<file path="config.mk">
export PLATFORM = sky130hd
export DESIGN_NAME = light_pwm_top
export DESIGN_NICKNAME = d
export VERILOG_FILES = /design/src/rtl/light_pwm_pkg.sv /design/src/rtl/lp_regs.sv /design/src/rtl/lp_frame.sv /design/src/rtl/lp_compare.sv /design/src/rtl/light_pwm_top.sv
export SDC_FILE = /design/constraint.sdc
export NUM_CORES = 1
export LEC_CHECK = 0
export BUFFER_PORTS_ARGS = -buffer_cell sky130_fd_sc_hd__buf_4
export CAP_MARGIN = 30
export CORE_ASPECT_RATIO = 0.9
export CORE_UTILIZATION = 29
export CTS_CLUSTER_SIZE = 10
export DETAILED_ROUTE_END_ITERATION = 16
export HOLD_SLACK_MARGIN = 0.12
export PLACE_DENSITY = 0.56
export SLEW_MARGIN = 10
export SYNTH_ARGS = -nofsm -noshare
export SYNTH_HDL_FRONTEND = slang
export SYNTH_HIERARCHICAL = 1
export SYNTH_SLANG_ARGS = --single-unit
</file>
<file path="constraint.sdc">
create_clock -name clk -period 2 [get_ports clk]
set_clock_uncertainty 0.1 [all_clocks]
set_input_delay 0.2 -clock clk [delete_from_list [all_inputs] [get_ports clk]]
set_output_delay 0.2 -clock clk [all_outputs]
set_load 0.05 [all_outputs]
</file>
<file path="src/rtl/light_pwm_pkg.sv">
package light_pwm_pkg;

    typedef enum logic {
        SEL_CTRL  = 1'b0,
        SEL_LEVEL = 1'b1
    } lp_sel_e;

    typedef struct packed {
        logic set_ctrl;
        logic set_level;
    } lp_cmd_t;

    localparam int ENABLE_BIT = 0;

    function automatic lp_cmd_t lp_decode(input logic strobe, input logic sel);
        lp_cmd_t c;
        c.set_ctrl  = strobe && (lp_sel_e'(sel) == SEL_CTRL);
        c.set_level = strobe && (lp_sel_e'(sel) == SEL_LEVEL);
        return c;
    endfunction

endpackage

</file>
<file path="src/rtl/lp_regs.sv">
module lp_regs
    import light_pwm_pkg::*;
#(
    parameter int LVL_W = 6
) (
    input  logic             clk,
    input  logic             rst,
    input  lp_cmd_t          cmd,
    input  logic [LVL_W-1:0] wr_data,
    output logic             en_q,
    output logic             en_next,
    output logic [LVL_W-1:0] pend_next
);
    logic [LVL_W-1:0] pend_q;

    always_comb begin
        en_next   = cmd.set_ctrl  ? wr_data[ENABLE_BIT] : en_q;
        pend_next = cmd.set_level ? wr_data : pend_q;
    end

    always_ff @(posedge clk) begin
        if (rst) begin
            en_q   <= 1'b0;
            pend_q <= '0;
        end else begin
            en_q   <= en_next;
            pend_q <= pend_next;
        end
    end
endmodule

</file>
<file path="src/rtl/lp_frame.sv">
module lp_frame #(
    parameter int LVL_W = 6
) (
    input  logic             clk,
    input  logic             rst,
    input  logic             en_q,
    input  logic             en_next,
    input  logic [LVL_W-1:0] pend_next,
    output logic [LVL_W-1:0] cnt_q,
    output logic [LVL_W-1:0] lvl_act_q
);
    logic last_slot;

    always_comb last_slot = en_q && (cnt_q == {LVL_W{1'b1}});

    always_ff @(posedge clk) begin
        if (rst) begin
            cnt_q     <= '0;
            lvl_act_q <= '0;
        end else begin
            if (!en_next || !en_q) cnt_q <= '0;
            else                   cnt_q <= cnt_q + 1'b1;
            if (!en_q || last_slot) lvl_act_q <= pend_next;
        end
    end
endmodule

</file>
<file path="src/rtl/lp_compare.sv">
module lp_compare #(
    parameter int LVL_W = 6
) (
    input  logic             en_q,
    input  logic [LVL_W-1:0] cnt_q,
    input  logic [LVL_W-1:0] lvl_act_q,
    output logic             pwm_out
);
    always_comb pwm_out = en_q && (cnt_q <= lvl_act_q);
endmodule

</file>
<file path="src/rtl/light_pwm_top.sv">
module light_pwm_top
    import light_pwm_pkg::*;
#(
    parameter int LVL_W = 6
) (
    input  logic             clk,
    input  logic             rst,
    input  logic             wr_en,
    input  logic             wr_sel,
    input  logic [LVL_W-1:0] wr_data,
    output logic             pwm_out
);
    lp_cmd_t          cmd;
    logic             en_q;
    logic             en_next;
    logic [LVL_W-1:0] pend_next;
    logic [LVL_W-1:0] cnt_q;
    logic [LVL_W-1:0] lvl_act_q;

    always_comb cmd = lp_decode(wr_en, wr_sel);

    lp_regs #(.LVL_W(LVL_W)) u_regs (
        .clk(clk), .rst(rst), .cmd(cmd), .wr_data(wr_data),
        .en_q(en_q), .en_next(en_next), .pend_next(pend_next)
    );

    lp_frame #(.LVL_W(LVL_W)) u_frame (
        .clk(clk), .rst(rst), .en_q(en_q), .en_next(en_next),
        .pend_next(pend_next), .cnt_q(cnt_q), .lvl_act_q(lvl_act_q)
    );

    lp_compare #(.LVL_W(LVL_W)) u_cmp (
        .en_q(en_q), .cnt_q(cnt_q), .lvl_act_q(lvl_act_q), .pwm_out(pwm_out)
    );
endmodule

</file>
# Word level (Yosys, flattened, before mapping)
# Cells that the tools add are included.
# totals
register_bits	19
out_inout_bits	1
wordCells	19
# op_classes
n_addsub	1
magnitude_cmp	1
eq_ne	1
n_mux	2
n_bitwise	1
reduce_logical	9
# ops
operator	n
6-bit by 1-bit adder with 6-bit output (second input constant)	1
6-bit equality test (second input constant)	1
6-bit less-or-equal comparator	1
6-bit two-way mux	1
1-bit logical AND	4
1-bit zero test	2
1-bit logical OR	2
2-bit OR reduction	1
1-bit two-way mux	1
1-bit inverter	1

# Depth between registers and ports, before layout
# depth
ltp_word	6
depth_mapped	6
depth_no_buf	6

# Cells and area by module
# Netlist, hierarchy kept.
# modules_own_cells
mod	n_inst	cells_each	area_each_um2	seq_area_each_um2
lp_frame	1	75	651.9	240.2
lp_regs	1	22	296.5	140.1
lp_compare	1	22	155.1	0.0
light_pwm_top	1	2	16.3	0.0

# Worst setup path before layout
# OpenSTA, ideal clock, no wires.
# synth_path
path_type	reg-to-output
start	register u_frame.cnt_q[3]
end	output pwm_out
arrival_time_ns	1.653
t_required_ns	1.700
slack_ns	0.047
stages_incl_launch_ff	5
n_path_buf	0
cell_sequence	dfxtp_1 ha_1 a21oi_1 o221ai_1 a21boi_1
# synth_between
elab_chain_cells	2
# synth_lines
item	line	text
start: declaration	lp_frame.sv:9	output logic [LVL_W-1:0] cnt_q,
start signal: assignment	lp_frame.sv:22	else cnt_q <= cnt_q + 1'b1;
6-bit less-or-equal comparator	lp_compare.sv:9	always_comb pwm_out = en_q && (cnt_q <= lvl_act_q);
1-bit logical AND	lp_compare.sv:9	
end: declaration	light_pwm_top.sv:11	output logic pwm_out
# Every way passes these cells.

# Worst setup path after layout
# layout_path
start	register u_frame.lvl_act_q[3]
end	output pwm_out
# layout_between
elab_chain_cells	2
# layout_lines
item	line	text
start: declaration	lp_frame.sv:10	output logic [LVL_W-1:0] lvl_act_q
start signal: assignment	lp_frame.sv:23	if (!en_q || last_slot) lvl_act_q <= pend_next;
6-bit less-or-equal comparator	lp_compare.sv:9	
1-bit logical AND	lp_compare.sv:9	
# Every way passes these cells.

==> impl_results.html <==
<table>
<tr><th>Metric</th><th>Value</th></tr>
<tr><th colspan="2">Final layout</th></tr>
<tr><td>Combined area of the multi-input logic cells</td><td>about 660 sq um</td></tr>
<tr><td>Number of fillers in the final layout</td><td>about 380</td></tr>
<tr><td>Count of non-filler cells in the finished layout</td><td>~170</td></tr>
<tr><td>Sequential Area</td><td>386.6 sq um</td></tr>
<tr><td>Net count, final</td><td>between 100 and 150</td></tr>
<tr><td>Diode insertion count for antenna repair</td><td>0</td></tr>
<tr><td>Cell area after layout</td><td>approximately 1300 sq um</td></tr>
<tr><td>Share of post-route cells with drive strength above 1</td><td>0.2422</td></tr>
<tr><td>Layout Area Growth over Synthesis</td><td>13.41%</td></tr>
<tr><td>Final Util</td><td>0.3428</td></tr>
<tr><th colspan="2">Placement</th></tr>
<tr><td>Number of port buffers</td><td>10</td></tr>
<tr><td>Half-perimeter wire length after placement</td><td>between 1.5 and 2 mm</td></tr>
<tr><td>Inst Count DP</td><td>170</td></tr>
<tr><td>Area post-placement</td><td>1196 sq um</td></tr>
<tr><td>Post-Place Worst Slack</td><td>around 270 ps</td></tr>
<tr><td>Final Wtd Congestion</td><td>0.7641</td></tr>
<tr><th colspan="2">Detailed routing</th></tr>
<tr><td>Final wirelength</td><td>roughly 2.3 mm</td></tr>
<tr><td>Drc violations</td><td>0</td></tr>
<tr><td>Via-per-instance ratio</td><td>4.851</td></tr>
<tr><td>Antenna-violating nets left</td><td>0</td></tr>
<tr><td>Starting DRT DRC Count</td><td>25</td></tr>
<tr><td>Routed vias</td><td>approximately 840</td></tr>
<tr><td>Wire per inst</td><td>~13 microns</td></tr>
<tr><td>Drt first pass iters</td><td>4</td></tr>
<tr><th colspan="2">GRT</th></tr>
<tr><td>Met3 demand-to-capacity share in global routing</td><td>0.01880</td></tr>
<tr><td>Total routing usage reported by global routing</td><td>0.1235</td></tr>
<tr><td>Total gr overflow</td><td>0</td></tr>
<tr><td>Global-route wire length before repair</td><td>3.705 mm</td></tr>
<tr><td>Number of antenna violations at the first check in global routing</td><td>0</td></tr>
<tr><td>Met2 track demand over resource</td><td>0.1867</td></tr>
<tr><td>Pin count of the biggest net entering global routing</td><td>33</td></tr>
<tr><td>Number of global-route vias before repair</td><td>767</td></tr>
<tr><td>Met1 demand-to-capacity share in global routing</td><td>0.1691</td></tr>
<tr><td>Most used routing layer in global routing</td><td>met2</td></tr>
<tr><th colspan="2">Synth</th></tr>
<tr><td>Most used flip-flop cell after synthesis</td><td>sky130_fd_sc_hd__dfxtp_1</td></tr>
<tr><td>Share of synthesized registers carrying an async set or reset</td><td>0</td></tr>
<tr><td>Warnings, synthesis</td><td>6</td></tr>
<tr><td>Mean area per synthesized cell</td><td>between 9 and 10 sq um</td></tr>
<tr><td>Synthesized net count</td><td>around 140</td></tr>
<tr><td>Area share of the leading cell type in the synthesized netlist</td><td>0.3397</td></tr>
<tr><td>EDFF count, synth</td><td>0</td></tr>
<tr><td>Count of distinct cell types in the synthesized netlist</td><td>30</td></tr>
<tr><td>Netlist Area Pre-Place</td><td>between 1000 and 1500 sq um</td></tr>
<tr><td>Number of flip-flops and latches in the synthesized netlist</td><td>19</td></tr>
<tr><td>Leading post-synthesis cells by cell area</td><td>sky130_fd_sc_hd__dfxtp_1 (34%), sky130_fd_sc_hd__mux2_4 (8.0%), sky130_fd_sc_hd__ha_1 (7.8%), sky130_fd_sc_hd__nand4b_1 (4.7%), sky130_fd_sc_hd__o32ai_1 (4.7%)</td></tr>
<tr><td>Top cells by count, synth</td><td>sky130_fd_sc_hd__dfxtp_1 (19), sky130_fd_sc_hd__inv_1 (9), sky130_fd_sc_hd__nand2_1 (8)</td></tr>
<tr><td>Most frequently used cell type in the post-synthesis netlist</td><td>sky130_fd_sc_hd__dfxtp_1</td></tr>
<tr><td>Largest area contributor in the synthesized netlist</td><td>sky130_fd_sc_hd__dfxtp_1</td></tr>
<tr><td>Share of synthesized area occupied by flip-flops and latches</td><td>0.3397</td></tr>
<tr><td>Gate count after technology mapping</td><td>121</td></tr>
<tr><th colspan="2">Clock tree</th></tr>
<tr><td>Buffers inserted by post-CTS timing repair</td><td>0</td></tr>
<tr><td>Clock tree from TritonCTS</td><td>built</td></tr>
<tr><td>Clock latency reported for the late side of the worst-skew pair</td><td>around 250 ps</td></tr>
<tr><td>H-tree depth reported by CTS</td><td>1</td></tr>
<tr><td>Clock net sink count</td><td>19</td></tr>
<tr><td>Num CTS Buffers</td><td>3</td></tr>
<tr><td>Root buffer cell</td><td>sky130_fd_sc_hd__clkbuf_8</td></tr>
<tr><td>Worst-path clk slew</td><td>around 70 ps</td></tr>
<tr><td>CTS max path bufs</td><td>2</td></tr>
<tr><th colspan="2">Setup path</th></tr>
<tr><td>Setup crit start kind</td><td>flip-flop</td></tr>
<tr><td>Data required time at the worst endpoint</td><td>1700 ps</td></tr>
<tr><td>CP max stage delay</td><td>between 300 and 400 ps</td></tr>
<tr><td>Arrival time at the worst endpoint</td><td>1570 ps</td></tr>
<tr><td>Crit Path Max Fanout</td><td>2</td></tr>
<tr><td>Worst-path cell with the longest stage delay</td><td>sky130_fd_sc_hd__dfxtp_1</td></tr>
<tr><td>Critical path class</td><td>reg2out</td></tr>
<tr><td>Endpoint class of the critical path</td><td>primary output</td></tr>
<tr><td>Cell-by-cell listing of the critical path</td><td>inv_1 -&gt; ha_1 -&gt; a21oi_1 -&gt; o221ai_2 -&gt; a21boi_1 -&gt; buf_4</td></tr>
<tr><th colspan="2">Timing</th></tr>
<tr><td>Final-layout worst hold slack</td><td>212.8 ps</td></tr>
<tr><td>Part of the cycle the worst path needs</td><td>0.9329</td></tr>
<tr><td>Worst setup slack after layout</td><td>~130 ps</td></tr>
<tr><td>Number of endpoints failing setup at the final stage</td><td>0</td></tr>
<tr><td>Final Max Tran Viols</td><td>0</td></tr>
<tr><td>Highest Clock Rate</td><td>535.9 MHz</td></tr>
<tr><td>Final sum of negative setup slack</td><td>0 ps</td></tr>
<tr><td>Final number of hold-violating endpoints</td><td>0</td></tr>
<tr><td>Unrepaired setup endpoints after global routing</td><td>no</td></tr>
<tr><td>Post-route minimum period</td><td>about 1900 ps</td></tr>
<tr><td>Worst slew margin</td><td>0.6278</td></tr>
<tr><td>Worst-margin pin slew</td><td>about 560 ps</td></tr>
<tr><th colspan="2">Floorplan</th></tr>
<tr><td>Core area</td><td>about 3700 sq um</td></tr>
<tr><td>Die Ht</td><td>60.95 microns</td></tr>
<tr><td>Row count</td><td>21</td></tr>
<tr><td>Width of the chip</td><td>a little under 70 microns</td></tr>
<tr><td>Number of top-level pins</td><td>11</td></tr>
<tr><td>Area of the die</td><td>4114 sq um</td></tr>
<tr><td>Starting density of the core</td><td>0.3023</td></tr>
<tr><th colspan="2">Power and ir drop</th></tr>
<tr><td>Overall power</td><td>just under 800 uW</td></tr>
<tr><td>Cell area power density</td><td>~610 nW/um^2</td></tr>
<tr><td>Static power due to leakage</td><td>approximately 0.48 nW</td></tr>
<tr><td>VDD IR-drop max</td><td>0.2654 mV</td></tr>
<tr><th colspan="2">Run status</th></tr>
<tr><td>Run status</td><td>finished clean</td></tr>
<tr><th colspan="2">Run</th></tr>
<tr><td>Maximum capacitance violations</td><td>0</td></tr>
<tr><th colspan="2">Worst hold path</th></tr>
<tr><td>Class of the worst hold path</td><td>in2reg</td></tr>
</table>
## flip-flops by register name, indices dropped and copies added, names as in the netlist
signal and count:
u_regs/pend_q 6, u_frame/cnt_q 6, u_regs/en_q 1, u_frame/lvl_act_q 6
## critical path, delay by kind of cell (launching register included)
| family | cells | cell delay, ps |
|---|---|---|
| AOI/OAI and AO/OA | 3 | 430 |
| adders and majority gates | 1 | 280 |
| buffers and inverters | 2 | 260 |
| DFF | 1 | 330 |
## final timing paths
kind,slack (ps),start,endpoint,cells after the start
setup / recovery,130,u_frame/lvl_act_q[3]$_SDFFE_PP0P_,pwm_out,6
hold reg to reg,400,u_frame/cnt_q[0]$_SDFF_PP0_,u_frame/cnt_q[0]$_SDFF_PP0_,1
hold / removal,210,rst,u_regs/pend_q[3]$_SDFF_PP0_,2
setup reg to reg,330,u_frame/cnt_q[0]$_SDFF_PP0_,u_frame/lvl_act_q[1]$_SDFFE_PP0P_,4
## placed cells by master (no fill, tap or decap), types with 2 or more instances in the layout
| cell type | n |
|---|---|
| sky130_fd_sc_hd__a21oi_1 | 2 |
| sky130_fd_sc_hd__a21oi_2 | 2 |
| sky130_fd_sc_hd__buf_4 | 11 |
| sky130_fd_sc_hd__clkbuf_8 | 3 |
| sky130_fd_sc_hd__dfxtp_1 | 16 |
| sky130_fd_sc_hd__dfxtp_2 | 2 |
| sky130_fd_sc_hd__ha_1 | 6 |
| sky130_fd_sc_hd__inv_1 | 9 |
| sky130_fd_sc_hd__mux2_4 | 6 |
| sky130_fd_sc_hd__nand2_1 | 8 |
| sky130_fd_sc_hd__nand3_1 | 4 |
| sky130_fd_sc_hd__nand4b_1 | 6 |
| sky130_fd_sc_hd__nor2_1 | 5 |
| sky130_fd_sc_hd__nor2b_1 | 7 |
| sky130_fd_sc_hd__nor3_1 | 6 |
| sky130_fd_sc_hd__nor3b_1 | 6 |
| sky130_fd_sc_hd__o32ai_1 | 6 |
| sky130_fd_sc_hd__or3_1 | 7 |
| sky130_fd_sc_hd__xnor2_1 | 2 |
## logic make-up (layout without fill, tap and decap cells)
logic type / after synthesis / in the layout / synth area share
xor+xnor: 3 / 3 / 0.02347
flops: 19 / 19 / 0.3397
fa+ha+maj: 7 / 7 / 0.07821
simple gates: 55 / 55 / 0.2939
mux: 7 / 7 / 0.09051
compound gates: 13 / 13 / 0.08715
buf+inv: 17 / 24 / 0.08714
## metal layers
metal  routed length [microns]  up-vias
li1                          -      440
met1                      1137      386
met2                      1066       16
met3                        71        2
met4                        19        0
met5                         0        -
## area by class of cell
| cell class | count | share of cell area |
|---|---|---|
| Clock buffer | 4 | 0.03547 |
| Inverter | 9 | 0.02660 |
| Multi-Input combinational cell | 85 | 0.5232 |
| Sequential cell | 19 | 0.3044 |
| Tap cell | 46 | 0.04532 |
| Timing Repair Buffer | 11 | 0.06502 |
## power by group
group	total [mW]	switching (mW)	internal, mW
Clock	0.263	0.121	0.141
Sequential	0.401	0.0101	0.391
Combinational	0.105	0.0476	0.0573
Total	0.769	0.179	0.590
## repair_timing
action,4_1_cts,5_1_grt
gates resized for setup,1,6
endpoints found under the setup margin,1,1
hold buffers,0,0
gates cloned,0,0
pin swaps,0,2
No activity file was read; power rests on OpenSTA's default activity.
